`src/rtl/eeam_pkg.sv`:
```
package eeam_pkg;

    localparam int unsigned BYTE_W    = 8;
    localparam int unsigned SEL_W     = 3;
    localparam int unsigned FAMILY_W  = BYTE_W - SEL_W - 1;
    localparam int unsigned CNT_W     = $clog2(BYTE_W + 1);
    localparam logic [FAMILY_W-1:0] FAMILY_CODE = 4'b1010;

    typedef enum logic [2:0] {
        ST_IDLE,
        ST_ADDR,
        ST_ACK_WAIT,
        ST_ACK,
        ST_HOLD
    } eng_state_t;

    typedef struct packed {
        logic start;
        logic stop;
        logic scl_rise;
        logic scl_fall;
        logic sda_lvl;
    } bus_ev_t;

    function automatic logic addr_selects(input logic [BYTE_W-1:0] addr_byte,
                                          input logic [SEL_W-1:0]  sel);
        return (addr_byte[BYTE_W-1 -: FAMILY_W] == FAMILY_CODE) &&
               (addr_byte[SEL_W:1] == sel);
    endfunction

endpackage

```
`src/rtl/eeam_sync.sv`:
```
module eeam_sync #(
    parameter int unsigned W      = 2,
    parameter int unsigned STAGES = 2,
    parameter logic        RST_VAL = 1'b1
) (
    input  logic         clk,
    input  logic         rst,
    input  logic [W-1:0] d_i,
    output logic [W-1:0] q_o
);
    logic [W-1:0] stg [STAGES];

    always_ff @(posedge clk) begin
        if (rst) begin
            for (int i = 0; i < STAGES; i++) stg[i] <= {W{RST_VAL}};
        end else begin
            stg[0] <= d_i;
            for (int i = 1; i < STAGES; i++) stg[i] <= stg[i-1];
        end
    end

    assign q_o = stg[STAGES-1];
endmodule

```
`src/rtl/eeam_bus_cond.sv`:
```
module eeam_bus_cond
    import eeam_pkg::*;
(
    input  logic    clk,
    input  logic    rst,
    input  logic    scl_s,
    input  logic    sda_s,
    output bus_ev_t ev_o
);
    logic scl_q, sda_q;

    always_ff @(posedge clk) begin
        if (rst) begin
            scl_q <= 1'b1;
            sda_q <= 1'b1;
        end else begin
            scl_q <= scl_s;
            sda_q <= sda_s;
        end
    end

    always_comb begin
        ev_o.start    = scl_q & scl_s & sda_q & ~sda_s;
        ev_o.stop     = scl_q & scl_s & ~sda_q & sda_s;
        ev_o.scl_rise = ~scl_q & scl_s;
        ev_o.scl_fall = scl_q & ~scl_s;
        ev_o.sda_lvl  = sda_s;
    end
endmodule

```
`src/rtl/eeam_addr_engine.sv`:
```
module eeam_addr_engine
    import eeam_pkg::*;
(
    input  logic             clk,
    input  logic             rst,
    input  bus_ev_t          ev_i,
    input  logic [SEL_W-1:0] sel_i,
    output logic             hit_o,
    output logic             rd_nwr_o,
    output logic             oe_o
);
    eng_state_t        state;
    logic [CNT_W-1:0]  bit_cnt;
    logic [BYTE_W-1:0] shreg;
    logic [BYTE_W-1:0] next_byte;
    logic              last_bit;

    assign next_byte = {shreg[BYTE_W-2:0], ev_i.sda_lvl};
    assign last_bit  = (bit_cnt == CNT_W'(BYTE_W - 1));

    always_ff @(posedge clk) begin
        if (rst) begin
            state    <= ST_IDLE;
            bit_cnt  <= '0;
            shreg    <= '0;
            hit_o    <= 1'b0;
            rd_nwr_o <= 1'b0;
            oe_o     <= 1'b0;
        end else begin
            hit_o <= 1'b0;
            if (ev_i.start) begin
                state   <= ST_ADDR;
                bit_cnt <= '0;
                shreg   <= '0;
                oe_o    <= 1'b0;
            end else if (ev_i.stop) begin
                state <= ST_IDLE;
                oe_o  <= 1'b0;
            end else begin
                unique case (state)
                    ST_ADDR: if (ev_i.scl_rise) begin
                        shreg   <= next_byte;
                        bit_cnt <= bit_cnt + 1'b1;
                        if (last_bit) begin
                            if (addr_selects(next_byte, sel_i)) begin
                                hit_o    <= 1'b1;
                                rd_nwr_o <= next_byte[0];
                                state    <= ST_ACK_WAIT;
                            end else begin
                                state <= ST_IDLE;
                            end
                        end
                    end
                    ST_ACK_WAIT: if (ev_i.scl_fall) begin
                        oe_o  <= 1'b1;
                        state <= ST_ACK;
                    end
                    ST_ACK: if (ev_i.scl_fall) begin
                        oe_o  <= 1'b0;
                        state <= ST_HOLD;
                    end
                    default: ;
                endcase
            end
        end
    end

    // a hit lasts a single cycle and follows a rising SCL edge
    p_hit_single_r3: assert property (@(posedge clk) disable iff (rst)
        hit_o |=> !hit_o);
    p_hit_on_rise_r3: assert property (@(posedge clk) disable iff (rst)
        hit_o |-> $past(ev_i.scl_rise));
    // direction flag moves only with a hit
    p_dir_with_hit_r4: assert property (@(posedge clk) disable iff (rst)
        !$stable(rd_nwr_o) |-> hit_o);
    // acknowledge drive begins and ends on SCL falling edges or bus conditions
    p_oe_rise_r5: assert property (@(posedge clk) disable iff (rst)
        $rose(oe_o) |-> $past(ev_i.scl_fall));
    p_oe_fall_r5: assert property (@(posedge clk) disable iff (rst)
        $fell(oe_o) |-> $past(ev_i.scl_fall || ev_i.stop || ev_i.start));
    // any start restarts reception from bit zero
    p_start_restart_r7: assert property (@(posedge clk) disable iff (rst)
        ev_i.start |=> (state == ST_ADDR && bit_cnt == '0 && !oe_o));
    // a stop releases the line and idles the engine
    p_stop_idle_r8: assert property (@(posedge clk) disable iff (rst)
        (ev_i.stop && !ev_i.start) |=> (state == ST_IDLE && !oe_o));
endmodule

```
`src/rtl/eeprom_addr_match.sv`:
```
module eeprom_addr_match
    import eeam_pkg::*;
#(
    parameter int unsigned SYNC_STAGES = 2
) (
    input  logic             clk,
    input  logic             rst,
    input  logic             scl_i,
    input  logic             sda_i,
    input  logic [SEL_W-1:0] chip_sel_i,
    output logic             addr_hit_o,
    output logic             rd_nwr_o,
    output logic             sda_oe_o
);
    logic [1:0] line_s;
    bus_ev_t    ev;

    eeam_sync #(.W(2), .STAGES(SYNC_STAGES), .RST_VAL(1'b1)) u_sync (
        .clk (clk),
        .rst (rst),
        .d_i ({scl_i, sda_i}),
        .q_o (line_s)
    );

    eeam_bus_cond u_cond (
        .clk   (clk),
        .rst   (rst),
        .scl_s (line_s[1]),
        .sda_s (line_s[0]),
        .ev_o  (ev)
    );

    eeam_addr_engine u_eng (
        .clk      (clk),
        .rst      (rst),
        .ev_i     (ev),
        .sel_i    (chip_sel_i),
        .hit_o    (addr_hit_o),
        .rd_nwr_o (rd_nwr_o),
        .oe_o     (sda_oe_o)
    );

    // no drive on the line without a preceding hit since the last start
    logic armed;
    always_ff @(posedge clk) begin
        if (rst || ev.start || ev.stop) armed <= 1'b0;
        else if (addr_hit_o)            armed <= 1'b1;
    end
    p_oe_needs_hit_r6: assert property (@(posedge clk) disable iff (rst)
        $rose(sda_oe_o) |-> armed);
endmodule

```
`config.mk`:
```
export PLATFORM = sky130hd
export DESIGN_NAME = eeprom_addr_match
export DESIGN_NICKNAME = d
export VERILOG_FILES = /design/src/rtl/eeam_pkg.sv /design/src/rtl/eeam_sync.sv /design/src/rtl/eeam_bus_cond.sv /design/src/rtl/eeam_addr_engine.sv /design/src/rtl/eeprom_addr_match.sv
export SDC_FILE = /design/constraint.sdc
export NUM_CORES = 1
export LEC_CHECK = 0
export BUFFER_PORTS_ARGS = -buffer_cell sky130_fd_sc_hd__buf_2
export CORE_ASPECT_RATIO = 1.25
export CORE_MARGIN = 2
export CORE_UTILIZATION = 35
export DETAILED_ROUTE_END_ITERATION = 10
export PLACE_DENSITY_LB_ADDON = 0.2
export SLEW_MARGIN = 10
export SYNTH_ARGS = -nofsm -noshare
export SYNTH_HDL_FRONTEND = slang
export SYNTH_SLANG_ARGS = --single-unit
export TNS_END_PERCENT = 100
```
`constraint.sdc`:
```
create_clock -name clk -period 1.5 [get_ports clk]
set_input_delay 0 -clock clk [delete_from_list [all_inputs] [get_ports clk]]
set_output_delay 0 -clock clk [all_outputs]
set_load 0.01 [all_outputs]
```
---- Word level (Yosys, flattened, before mapping) ----
Memories as Yosys holds them, arrays and structs flattened.
Index checks and enable logic that the tools add are counted.
word-level totals
  register bits after elaboration ......... 19
  bits in writable memories ............... 4
  bits of input ports ..................... 7
  output and inout port bits .............. 3
  word-level logic and storage cells ...... 72
  memories kept ........................... 1
memory list
  memory      words  bits a word  read ports  clocked after memory_dff  wr ports  line             RTL
  u_sync.stg  2      2            2           0                         2         eeam_sync.sv:11  logic [W-1:0] stg [STAGES];
operators by class
  add/subtract/negate cells ............... 1
  equal/unequal tests ..................... 14
  mux-type cells .......................... 17
  bitwise gates (word level) .............. 18
  reductions and logical operators ........ 12
operator list
  operator             number
  $mux 3               4
  $ne 4x4->1 const B   3
  $reduce_and 5->1     2
  $not 1->1            9
  $pmux 3 s3           1
  $mux 1               8
  $and 1x1->1          7
  $eq 3x2->1 const B   2
  $mux 2               3
  $ne 2x2->1 const B   3
  $reduce_and 3->1     2
  $reduce_and 6->1     1
  $reduce_or 6->1      1
  $reduce_bool 5->1    1
  $add 4x1->4 const B  1
  $eq 4x3->1 const B   1
  $eq 4x4->1 const B   1
  $ne 4x3->1 const B   1
  $eq 3x1->1 const B   1
  $eq 3x3->1           1
  $reduce_bool 3->1    1
  $reduce_or 3->1      1
  $ne 2x1->1 const B   1
  $or 1x1->1           2
  other kinds (4)      4

---- Logic depth before layout (Yosys ltp) ----
Gate-level depths: netlist of the first run.
  word-level depth ........................ 8
  depth in mapped cells ................... 5
  gate-level depth less buffers ........... 5

---- Modules after synthesis ----
Synthesis of the first run repeated with hierarchy kept, for this count alone.
second synthesis, totals
  cell total of the unflattened synthesis .. 109
  area total of the unflattened synthesis .. 1004.7 um^2
by module, submodules not included
  module            instances  cells an instance  area an instance (um^2)  seq. area each (um^2)
  eeam_addr_engine  1          90                 792.0                    340.3
  eeam_sync         1          10                 120.1                    80.1
  eeam_bus_cond     1          9                  92.6                     40.0

---- Worst setup path before layout of the first run ----
Ideal clock, no wire load.
  path kind ............................... reg2reg
  start ................................... reg u_eng.shreg[5]
  end ..................................... reg u_eng.hit_o
  setup time .............................. 73 ps
  data arrival time ....................... 1168 ps
  setup slack ............................. 259 ps
  stages on the path, launching flop included .. 5
  path buffers ............................ 0
  clock period less this slack ............ 1241 ps
  cell sequence ........................... dfxtp_1 and4bb_1 nand2_1 or4_4 nor3_2
on the way
  cells in the longest elaborated chain, start to end .. 3
ends and longest elaborated chain
  element                 line                    RTL
  start, declared         eeam_addr_engine.sv:14  logic [BYTE_W-1:0] shreg;
  start signal, assigned  eeam_addr_engine.sv:42  shreg <= next_byte;
  $eq 4x4->1              eeam_pkg.sv:27          return (addr_byte[BYTE_W-1 -: FAMILY_W] == FAMILY_CODE) &&
  $logic_and 1x1->1       eeam_pkg.sv:27
  $mux 1                  eeam_addr_engine.sv:45  if (addr_selects(next_byte, sel_i)) begin
  end signal, assigned    eeam_addr_engine.sv:26  hit_o <= 1'b0;
  end signal, assigned    eeam_addr_engine.sv:30  hit_o <= 1'b0;
  end signal, assigned    eeam_addr_engine.sv:46  hit_o <= 1'b1;
  end, declared           eeam_addr_engine.sv:8   output logic hit_o,
Every way passes these cells.
A chain may end at the register's enable or synchronous reset.

---- Worst setup path in the final report of the first run ----
  start ................................... reg u_eng.state[1]
  end ..................................... reg u_eng.rd_nwr_o
on the way
  cells in the longest elaborated chain, start to end .. 2
ends and longest elaborated chain
  element                     line                    RTL
  start, declared             eeam_addr_engine.sv:12  eng_state_t state;
  start signal, assigned      eeam_addr_engine.sv:23  state <= ST_IDLE;
  start signal, assigned      eeam_addr_engine.sv:32  state <= ST_ADDR;
  start signal, assigned      eeam_addr_engine.sv:37  state <= ST_IDLE;
  $eq 3x1->1                  eeam_addr_engine.sv:40  unique case (state)
  $reduce_and 6->1 (no line)  -
  end signal, assigned        eeam_addr_engine.sv:47  rd_nwr_o <= next_byte[0];
  end, declared               eeam_addr_engine.sv:9   output logic rd_nwr_o,
Every way passes these cells.

==> metrics.yaml, run 1 <==
outcome:
  status: "finished, final reports clean"
global_route:
  globalRouteOverflowTotal: 0
  grt_pass1_vias: 698
  grt_max_degree: 15
  grt_usage_pct: 13.1
  grt_pass1_wl_mm: 3.18
  antenna_found_initial: 0
floorplan:
  die_w_um: 51.9
  initial_utilization_pct: 37.1
  std_cell_rows: 21
  die_area_um2: 3310
  chipHeight_um: 63.9
  boundaryPins: 10
  core_area_um2: 2710
yosys:
  synth_cells: 102
  yosys.area_share.simple_pct: 27.7
  yosys.area_share.adder_pct: 1.25
  synth_top_family_by_area: "simple AND/OR/NAND/NOR gates"
  synth_area_um2: 1000
  synth-xor-area-share_pct: 6.11
  synth_compound_area_share_pct: 14.0
  syn-num-nets: 110
  avgSynthCellArea_um2: 9.84
  ys.warnings.count: 0
  synth.area.mux_share_pct: 0.998
  ys_seq_area_share_pct: 45.9
  synth_seq_cells: 23
  synth.distinct_cells: 31
layout:
  syn_to_final_growth_pct: 18.0
  instances_no_fill: 154
  layout.cells.most_common_list: "dfxtp_1, nand2_1, a21oi_1"
  final_design_area_no_fill_um2: 1180
  nets: 129
  drive_above_1_share_pct: 25.8
  antenna_cells: 0
  final_common_cell: "dfxtp_1"
  fill_cells: 263
worst_hold_path:
  worstHoldPathCells: 5
  holdPathEnd: "u_eng.hit_o$_SDFF_PP0_"
  hold_start: "chip_sel_i[0]"
  hp-class: "in2reg"
critical_path:
  cpLargestDelayFamily: "simple AND/OR/NAND/NOR gates"
  r2r_end: "u_eng.rd_nwr_o$_SDFFE_PP0P_"
  start_kind: "flip-flop"
  crit_path_end_kind: "flip-flop"
  r2r_slack_ns: 0.15
  cp_slowest_cell: "dfxtp_1"
  worst_ep_arrival_time_ns: 1.62
  cpPeakStageDelay_ns: 0.36
  critPathKind: "reg2reg"
  worstPathCellList: "nand4bb_2, nor3_2, nor3b_2, mux2i_1"
  cp.required_ns: 1.77
  cp_max_fo: 5
  regToRegStartpoint: "u_eng.state[1]$_SDFFE_PP0P_"
  ff2ff_path_depth: 4
  path_buf_inv: 0
power:
  cellPowerDensity_nw_per_um2: 834
  peakVddDrop_mv: 0.590
  total_power_uw: 988
  p_leak_uw: 0.000413
drt:
  route.detailed.drc: 0
  wl_per_cell_um: 11.8
  via_per_inst: 4.81
  dr_total_vias: 740
  antenna_left: 0
  drt_pass1_iterations: 4
  postRouteWirelength_mm: 1.82
  drt_iter0_markers: 8
clock_network:
  root_buffer: "clkbuf_4"
  clock_sinks: 23
  clock_latency_ns: 0.32
  max-clock-path-buffers: 2
  cts_resized: 0
  tritoncts: "yes"
  cts_buffers: 3
  ctsHtreeMaxLevel: 1
  clkTransAtPathRegs_ns: 0.13
sta:
  fin_crit_sh_pct: 90.0
  drv_slew: 0
  fin_crit_ns: 1.35
  slew_headroom_pct: 72.7
  hold_slack_ns: 0.0901
  worst_slew_pin_slew_ns: 0.409
  setup_viol: 0
  rsz0062_at_grt: "no"
  fin_tns_setup_ns: 0
  max_freq_mhz: 740
  hold_violations: 0
  fin_skew_ns: 0.00724
place:
  portBuffers: 9
  dp_hpwl_mm: 1.32
  placed_area_um2: 1100
  placedCellCount: 145
  place.gp.congestion: 0.794
flow_run:
  max_cap_violations: 0
timing repair:
action                    4_1_cts  5_1_grt
hold buffers                    5        0
buffers inserted                0        0
hold endpoints to repair        7        0
registers in the layout, summed over array words and instances (netlist names):
name / cells
u_cond.scl_q: 1
u_eng.hit_o: 1
u_eng.bit_cnt: 4
u_eng.shreg: 7
u_cond.sda_q: 1
u_eng.rd_nwr_o: 1
u_eng.oe_o: 1
u_sync.stg: 4
u_eng.state: 3
synthesized netlist by cell type (all sizes together):
cell,instances,area (um2)
dfxtp,23,460
a21oi,11,55.1
nand2,11,41.3
o21ai,9,45.0
xnor2,7,61.3
or2,6,37.5
nor2,4,31.3
inv,3,11.3
nor3,3,36.3
buf,2,22.5
clkbuf,2,7.51
nand2b,2,12.5
nand3b,2,15.0
o21a,2,15.0
a41o,1,10.0
and3,1,6.26
and4bb,1,12.5
ha,1,12.5
mux2i,1,10.0
nand3,1,5.00
nand4b,1,8.76
nand4bb,1,16.3
nor3b,1,12.5
nor4b,1,8.76
nor4bb,1,16.3
o21bai,1,7.51
o31ai,1,7.51
or3,1,6.26
or4,1,11.3
worst max-delay path by stage:
stage / startpoint / cells after the start / end
floorplan: u_eng.shreg[5]$_SDFFE_PP0P_ / 4 / u_eng.hit_o$_SDFF_PP0_
global placement: u_eng.shreg[5]$_SDFFE_PP0P_ / 4 / u_eng.hit_o$_SDFF_PP0_
detailed placement: u_eng.state[1]$_SDFFE_PP0P_ / 4 / u_eng.rd_nwr_o$_SDFFE_PP0P_
CTS: u_eng.state[1]$_SDFFE_PP0P_ / 4 / u_eng.rd_nwr_o$_SDFFE_PP0P_
global route: u_eng.bit_cnt[0]$_SDFFE_PP0P_ / 5 / u_eng.rd_nwr_o$_SDFFE_PP0P_
finish: u_eng.state[1]$_SDFFE_PP0P_ / 4 / u_eng.rd_nwr_o$_SDFFE_PP0P_
metal layers:
metal  global-route usage [%]  up-vias  share of wire [%]
met3                     3.27        5                3.0
met5                        0        -                  0
met1                     17.2      338                 47
met2                     19.1        9                 47
met4                     7.89        0                3.0
li1                         -      388                  -
where the power goes:
part	internal, uW	switching [uW]
logic	33.0	28.7
clock network	102	199
registers	619	6.35
layout make-up:
type | count | area (um2) | share of cell area [%]
Timing Repair Buffer | 18 | 138 | 11.6
Sequential cell | 23 | 460 | 38.9
Clock buffer | 3 | 22.5 | 1.90
Clock inverter | 1 | 7.51 | 0.634
Inverter | 3 | 11.3 | 0.951
Multi-Input combinational cell | 72 | 502 | 42.4
Tap cell | 34 | 42.5 | 3.59
logic make-up after synthesis:
group,Yosys count
and+or+nand+nor,38
AOI/OAI and AO/OA,25
DFF,23
xor gates and xnor gates,7
buffers and inverters,7
muxes,1
adders and majority gates,1
through the flow:
stage               util (%)  setup slack (ns)
floorplan                  -             0.259
global placement        40.8             0.159
detailed placement      40.8             0.153
CTS                     43.7             0.128
global route            43.7            0.0428
finish                  43.7             0.149
worst min-delay path: cells and delay by family:
family,cells,cell delay (ns)
buf+inv,1,0.09
xor+xnor,1,0.05
simple gates,3,0.26
No activity file was read; power rests on OpenSTA's default activity.
==> inputs of run 2 (changes only) <==
--- a/config.mk
+++ b/config.mk
@@ -10,7 +10,8 @@
 export CORE_MARGIN = 2
 export CORE_UTILIZATION = 35
 export DETAILED_ROUTE_END_ITERATION = 10
-export PLACE_DENSITY_LB_ADDON = 0.2
+export GPL_TIMING_DRIVEN = 0
+export PLACE_DENSITY_LB_ADDON = 0.25
 export SLEW_MARGIN = 10
 export SYNTH_ARGS = -nofsm -noshare
 export SYNTH_HDL_FRONTEND = slang
==> run 2 against run 1 <==
Net effect:
- flip-flop and latch count stayed put
- die area stayed put
- final cell count is 0.65% lower
- final area is 1.4% lower
- clock power is 5% lower
- hold slack better by 0.084 ns
- clock-buffer cell count is 1 higher
- critical path depth is 1 higher
- register-to-register slack worse by 0.10 ns
- core utilization is 0.60 points lower
- non-clock buffer count is 1 lower
- first-iteration DRC count is 75% higher
- critical path type unchanged
- largest cell class unchanged
- largest power group unchanged
==> metrics.yaml, run 2 (synthesis gave the netlist of run 1 again) <==
floorplan:
  chipHeight_um: 63.9  # unchanged
  die_w_um: 51.9  # unchanged
  core_area_um2: 2710  # unchanged
  std_cell_rows: 21  # unchanged
  die_area_um2: 3310  # unchanged
  boundaryPins: 10  # unchanged
  initial_utilization_pct: 37.1  # unchanged
outcome:
  status: "finished, final reports clean"
drt:
  route.detailed.drc: 0  # unchanged
  wl_per_cell_um: 12.6  # +6.8%
  antenna_left: 0  # unchanged
  drt_pass1_iterations: 4  # unchanged
  postRouteWirelength_mm: 1.93  # +6.1%
  dr_total_vias: 766  # +3.5%
  via_per_inst: 5.01  # +4.2%
  drt_iter0_markers: 14  # +6
sta:
  fin_ws_ns: 0.0466  # -0.103 ns
  worst_slew_pin_slew_ns: 0.457  # +0.0475 ns
  fin_skew_ns: 0.00505  # -0.00219 ns
  slew_headroom_pct: 69.6  # -3.2 points
  fin_crit_ns: 1.45  # +0.103 ns
  hold_violations: 0  # unchanged
  drv_slew: 0  # unchanged
  fin_crit_sh_pct: 96.9  # +6.9 points
  setup_viol: 0  # unchanged
  max_freq_mhz: 688  # -7.1%
critical_path:
  crit_path_end_kind: "flip-flop"
  start_kind: "flip-flop"
  cp.required_ns: 1.75  # -0.02 ns
  cp_slowest_cell: "dfxtp_2"
  r2r_slack_ns: 0.05  # -0.10 ns
  worst_ep_arrival_time_ns: 1.70  # +0.08 ns
  critPathKind: "reg2reg"
  cpPeakStageDelay_ns: 0.38  # +0.02 ns
  worstPathCellList: "ha_2, nand3b_1, nor3_2, nor3b_4, mux2i_1"
  cp_max_fo: 3  # -2
global_route:
  grt_usage_pct: 12.9  # -0.27 points
  antenna_found_initial: 0  # unchanged
  grt_max_degree: 13  # -2
  globalRouteOverflowTotal: 0  # unchanged
  grt_pass1_vias: 725  # +3.9%
  grt_pass1_wl_mm: 3.18  # unchanged
power:
  peakVddDrop_mv: 0.508  # -14%
  p_leak_uw: 0.000416  # +0.83%
  total_power_uw: 968  # -2.0%
  cellPowerDensity_nw_per_um2: 829  # -0.64%
layout:
  largestRegisters: "u_eng.shreg x7, u_eng.bit_cnt x4, u_sync.stg x4"
  nets: 128  # -0.78%
  fill_cells: 262  # -0.38%
  largest_reg_flops: 7  # unchanged
  final_common_cell: "dfxtp_1"
  layout.cells.most_common_list: "dfxtp_1, nand2_1, a21oi_1"
  largest_register: "u_eng.shreg"
  drive_above_1_share_pct: 27.7  # +1.9 points
  final_design_area_no_fill_um2: 1170  # -1.4%
  syn_to_final_growth_pct: 16.3
  antenna_cells: 0  # unchanged
clock_network:
  cts_buffers: 3  # unchanged
  clkTransAtPathRegs_ns: 0.12  # about the same
  tritoncts: "yes"
  ctsHtreeMaxLevel: 1  # unchanged
  max-clock-path-buffers: 2  # unchanged
  clock_latency_ns: 0.31  # about the same
  root_buffer: "clkbuf_4"
  clock_sinks: 23  # unchanged
place:
  dp_slack_ns: 0.0313  # -0.122 ns
  dp_hpwl_mm: 1.30  # -1.2%
  placed_area_um2: 1090  # -1.1%
  portBuffers: 9  # unchanged
  place.gp.congestion: 0.698  # -12%
worst_hold_path:
  hp-class: "in2reg"
flow_run:
  max_cap_violations: 0  # unchanged
==> run 2: metal layers <==
layer / up-vias / share of wire, % / GRT usage, %
met1: 368 / 42 / 14.9
li1: 385 / - / -
met2: 8 / 54 / 20.9
met5: - / 0 / 0
met3: 5 / 1.5 / 2.10
met4: 0 / 2.5 / 9.21
==> run 2: area by class of cell <==
class / instances / area (um2) / share of cell area [%]
Tap cell: 34 / 42.5 / 3.64
Buffer: 4 / 30.0 / 2.57
Sequential cell: 23 / 464 / 39.8
Inverter: 3 / 11.3 / 0.965
Multi-Input combinational cell: 72 / 510 / 43.7
Timing Repair Buffer: 13 / 82.6 / 7.07
Clock buffer: 4 / 26.3 / 2.25
==> run 2: report_power, final <==
part / total (uW) / internal (uW) / switching [uW]
Combinational: 54.1 / 28.4 / 25.7
Clock: 287 / 104 / 183
Sequential: 627 / 619 / 8.15
==> run 2: final timing paths <==
kind,start,end,cells after the start
max,u_eng.bit_cnt[0]$_SDFFE_PP0P_,u_eng.rd_nwr_o$_SDFFE_PP0P_,5
min,chip_sel_i[2],u_eng.hit_o$_SDFF_PP0_,5
max reg2reg,u_eng.bit_cnt[0]$_SDFFE_PP0P_,u_eng.rd_nwr_o$_SDFFE_PP0P_,5
min reg2reg,u_sync.stg[0][1]$_SDFF_PP1_,u_sync.stg[0][3]$_SDFF_PP1_,1
==> run 2: timing repair <==
item	4_1_cts	5_1_grt
resized for setup	0	5
endpoints found under the setup margin	0	2
buffers inserted	0	1
hold buffers	3	0
endpoints found under the hold margin	3	0
==> run 2: stage by stage <==
step / setup TNS, ns / hold slack [ns] / instances / util (%)
global route: -0.0531 / 0.155 / 153 / 43.1
CTS: 0 / 0.0966 / 152 / 42.4
global placement: 0 / 0.183 / 145 / 40.3
finish: 0 / 0.174 / 153 / 43.1
floorplan: 0 / 0.104 / 102 / -
detailed placement: 0 / 0.186 / 145 / 40.3
==> run 2: worst max-delay path, delay by kind of cell, from the launching register on <==
family,cells,cell delay [ns]
adder cells (fa/ha/maj),1,0.19
flip-flops,1,0.38
multiplexers,1,0.21
AND/OR/NAND/NOR,3,0.61
==> inputs of run 3 (changes only) <==
--- a/config.mk
+++ b/config.mk
@@ -5,6 +5,7 @@
 export SDC_FILE = /design/constraint.sdc
 export NUM_CORES = 1
 export LEC_CHECK = 0
+export ABC_AREA = 1
 export BUFFER_PORTS_ARGS = -buffer_cell sky130_fd_sc_hd__buf_2
 export CORE_ASPECT_RATIO = 1.25
 export CORE_MARGIN = 2
==> run 3 against run 2 <==
Net effect:
- die area up 2.8%
- area after synthesis is 3.0% higher
- sequential power rose by 1%
- first-iteration DRC count down 43%
- critical endpoint is now u_sync.stg[0][1]$_SDFF_PP1_
==> metrics.yaml, run 3 <==
outcome:
  status: "finished, final reports clean"
power:
  power_frac_seq_pct: 61.8  # -3.0 points
  p_leak_uw: 0.000538  # +29%
  cellPowerDensity_nw_per_um2: 853  # +2.9%
  comb_power_share_pct: 11.0  # +5.4 points
  power_frac_clock_pct: 27.2  # -2.4 points
  switching_share_pct: 24.4  # +2.0 points
  internal_power_uw: 774  # +3.1%
  peakVddDrop_mv: 0.628  # +23%
  switchingPower_uw: 250  # +15%
yosys:
  synth_top_area_cell: "dfxtp_1"
  synth.distinct_cells: 22  # -29%
  synth_area_um2: 1030  # +3.0%
  ys_seq_area_share_pct: 44.6  # -1.3 points
  async_flop_share_pct: 0  # unchanged
  synth_top_area_share_pct: 44.6  # -1.3 points
  ys_dominant_reg_cell: "dfxtp_1"
  syn-num-nets: 147  # +34%
  synth_seq_cells: 23  # unchanged
  synthTopCellsByArea: "dfxtp_1, nand2_1, nor2_1"
  synth.most_common_cell: "nand2_1"
  synth_cells: 139  # +36%
  synth_edf_count: 0  # unchanged
  avgSynthCellArea_um2: 7.44  # -24%
  synth_common_cells: "nand2_1, dfxtp_1, nor2_1, inv_1, a21oi_1"
  ys.warnings.count: 0  # unchanged
place:
  placedCellCount: 184  # +27%
  portBuffers: 9  # unchanged
  dp_hpwl_mm: 1.47  # +13%
  place.gp.congestion: 0.887  # +27%
critical_path:
  worst_ep_arrival_time_ns: 1.53  # -0.17 ns
  critPathKind: "in2reg"
  crit_path_end_kind: "flip-flop"
  start_kind: "primary input"
  cp_max_fo: 7  # +4
  r2r_slack_ns: 0.23  # +0.18 ns
  cp.required_ns: 1.70  # -0.05 ns
flow_run:
  max_cap_violations: 0  # unchanged
clock_network:
  root_buffer: "clkbuf_4"
  clkTransAtPathRegs_ns: 0.12  # about the same
  clock_sinks: 23  # unchanged
  cts_buffers: 3  # unchanged
  ctsHtreeMaxLevel: 1  # unchanged
  max-clock-path-buffers: 2  # unchanged
  tritoncts: "yes"
  clock_latency_ns: 0.31  # about the same
global_route:
  grt_usage_pct: 13.4  # +0.57 points
  grt_pass1_wl_mm: 3.47  # +9.1%
  globalRouteOverflowTotal: 0  # unchanged
  grt_pass1_vias: 861  # +19%
  grt_max_degree: 13  # unchanged
  antenna_found_initial: 0  # unchanged
floorplan:
  boundaryPins: 10  # unchanged
  initial_utilization_pct: 35.8  # -1.3 points
  std_cell_rows: 22  # +4.8%
  die_w_um: 52.6  # +1.4%
  chipHeight_um: 64.8  # +1.4%
  die_area_um2: 3410  # +2.8%
  core_area_um2: 2890  # +6.8%
layout:
  final_common_cell: "nand2_1"
  antenna_cells: 0  # unchanged
  instances_no_fill: 193  # +26%
  largestRegisters: "u_eng.shreg x7, u_eng.bit_cnt x4, u_sync.stg x4"
  syn_to_final_growth_pct: 16.1
  nets: 166  # +30%
  largest_reg_flops: 7  # unchanged
  largest_register: "u_eng.shreg"
  layout.cells.most_common_list: "nand2_1, dfxtp_1, nor2_1"
  final_util_pct: 41.5  # -1.6 points
  drive_above_1_share_pct: 17.8  # -9.9 points
sta:
  fin_tns_setup_ns: 0  # unchanged
  worst_slew_pin_slew_ns: 0.357  # -0.0991 ns
  max_freq_mhz: 753  # +9.4%
  fin_skew_ns: 0.00295  # -0.00210 ns
  fin_crit_ns: 1.33  # -0.125 ns
  setup_viol: 0  # unchanged
  rsz0062_at_grt: "no"
  slew_headroom_pct: 75.9  # +6.4 points
  hold_violations: 0  # unchanged
  drv_slew: 0  # unchanged
  fin_crit_sh_pct: 88.6  # -8.3 points
drt:
  drt_pass1_iterations: 4  # unchanged
  via_per_inst: 4.54  # -9.2%
  dr_total_vias: 877  # +14%
  route.detailed.drc: 0  # unchanged
  antenna_left: 0  # unchanged
  wl_per_cell_um: 10.2  # -19%
  postRouteWirelength_mm: 1.98  # +2.4%
  drt_iter0_markers: 8  # -6
worst_hold_path:
  hp-class: "in2reg"
run 3: cell count changes after synthesis, moves of 3 or more:
cell      previous run  this run
inv_1                3        16
o21ai_0              9         6
xnor2_1              7         2
nor2_1               3        21
xor2_1               0         3
a211oi_1             0         3
nand3_1              1         7
inv_2                0         4
nand2_1             11        28
run 3: worst paths after layout:
| path | from | endpoint | cells after the start |
|---|---|---|---|
| max | rst | u_sync.stg[0][1]$_SDFF_PP1_ | 4 |
| max reg2reg | u_eng.bit_cnt[0]$_SDFFE_PP0P_ | u_eng.state[1]$_SDFFE_PP0P_ | 7 |
| min reg2reg | u_sync.stg[0][0]$_SDFF_PP1_ | u_sync.stg[0][2]$_SDFF_PP1_ | 1 |
| min | chip_sel_i[0] | u_eng.hit_o$_SDFF_PP0_ | 6 |
run 3: logic make-up after synthesis:
group / after synthesis / share of synthesized area, %
AOI/OAI and AO/OA: 21 / 11.3
DFF: 23 / 44.6
adders and majority gates: 1 / 1.21
xor gates and xnor gates: 5 / 4.24
and+or+nand+nor: 68 / 30.4
buffers and inverters: 21 / 8.35
run 3: layout make-up:
cell class,count,area (um2)
inverter,20,75.1
tap,36,45.0
sequential,23,460
multi-input combinational,95,487
timing repair buffer,14,95.1
fill,317,1690
buffer,1,11.3
clock buffer,4,26.3
run 3: per-layer routing:
metal	up-vias	share of wire, %	GRT usage, %
li1	475	-	-
met1	388	45	14.8
met2	9	50	24.1
met5	-	0	0
met4	0	2.3	6.73
met3	5	2.0	2.07
run 3: what timing repair did:
action	4_1_cts	5_1_grt
gates resized for setup	0	0
hold buffers	5	0
buffers inserted	0	0
hold endpoints to repair	5	0
run 3: worst max-delay path, stage by stage:
cell and delay (ns):
dlygate4sd3_1 0.53, buf_2 0.15, or2_2 0.29, dlygate4sd3_1 0.56
run 3: power groups by stage:
stage                     combinational, uW  sequential [uW]  clock [uW]
final                                   113              633         278
after floorplan                        76.1              645           0
after global routing                    129              635         314
after detailed placement                103              646           0
after CTS                               113              633         291
after global placement                 99.9              646           0
run 3: stage by stage:
| step | cell area, um2 | power (uW) | setup slack [ns] | hold slack [ns] |
|---|---|---|---|---|
| 2_1_floorplan | 1030 | 721 | 0.400 | 0.0691 |
| 3_3_place_gp | 1120 | 746 | 0.264 | 0.187 |
| 3_5_place_dp | 1120 | 749 | 0.245 | 0.187 |
| 4_1_cts | 1200 | 1040 | 0.186 | 0.0775 |
| 5_1_grt | 1200 | 1080 | 0.0828 | 0.109 |
| 6_report | 1200 | 1020 | 0.172 | 0.0819 |
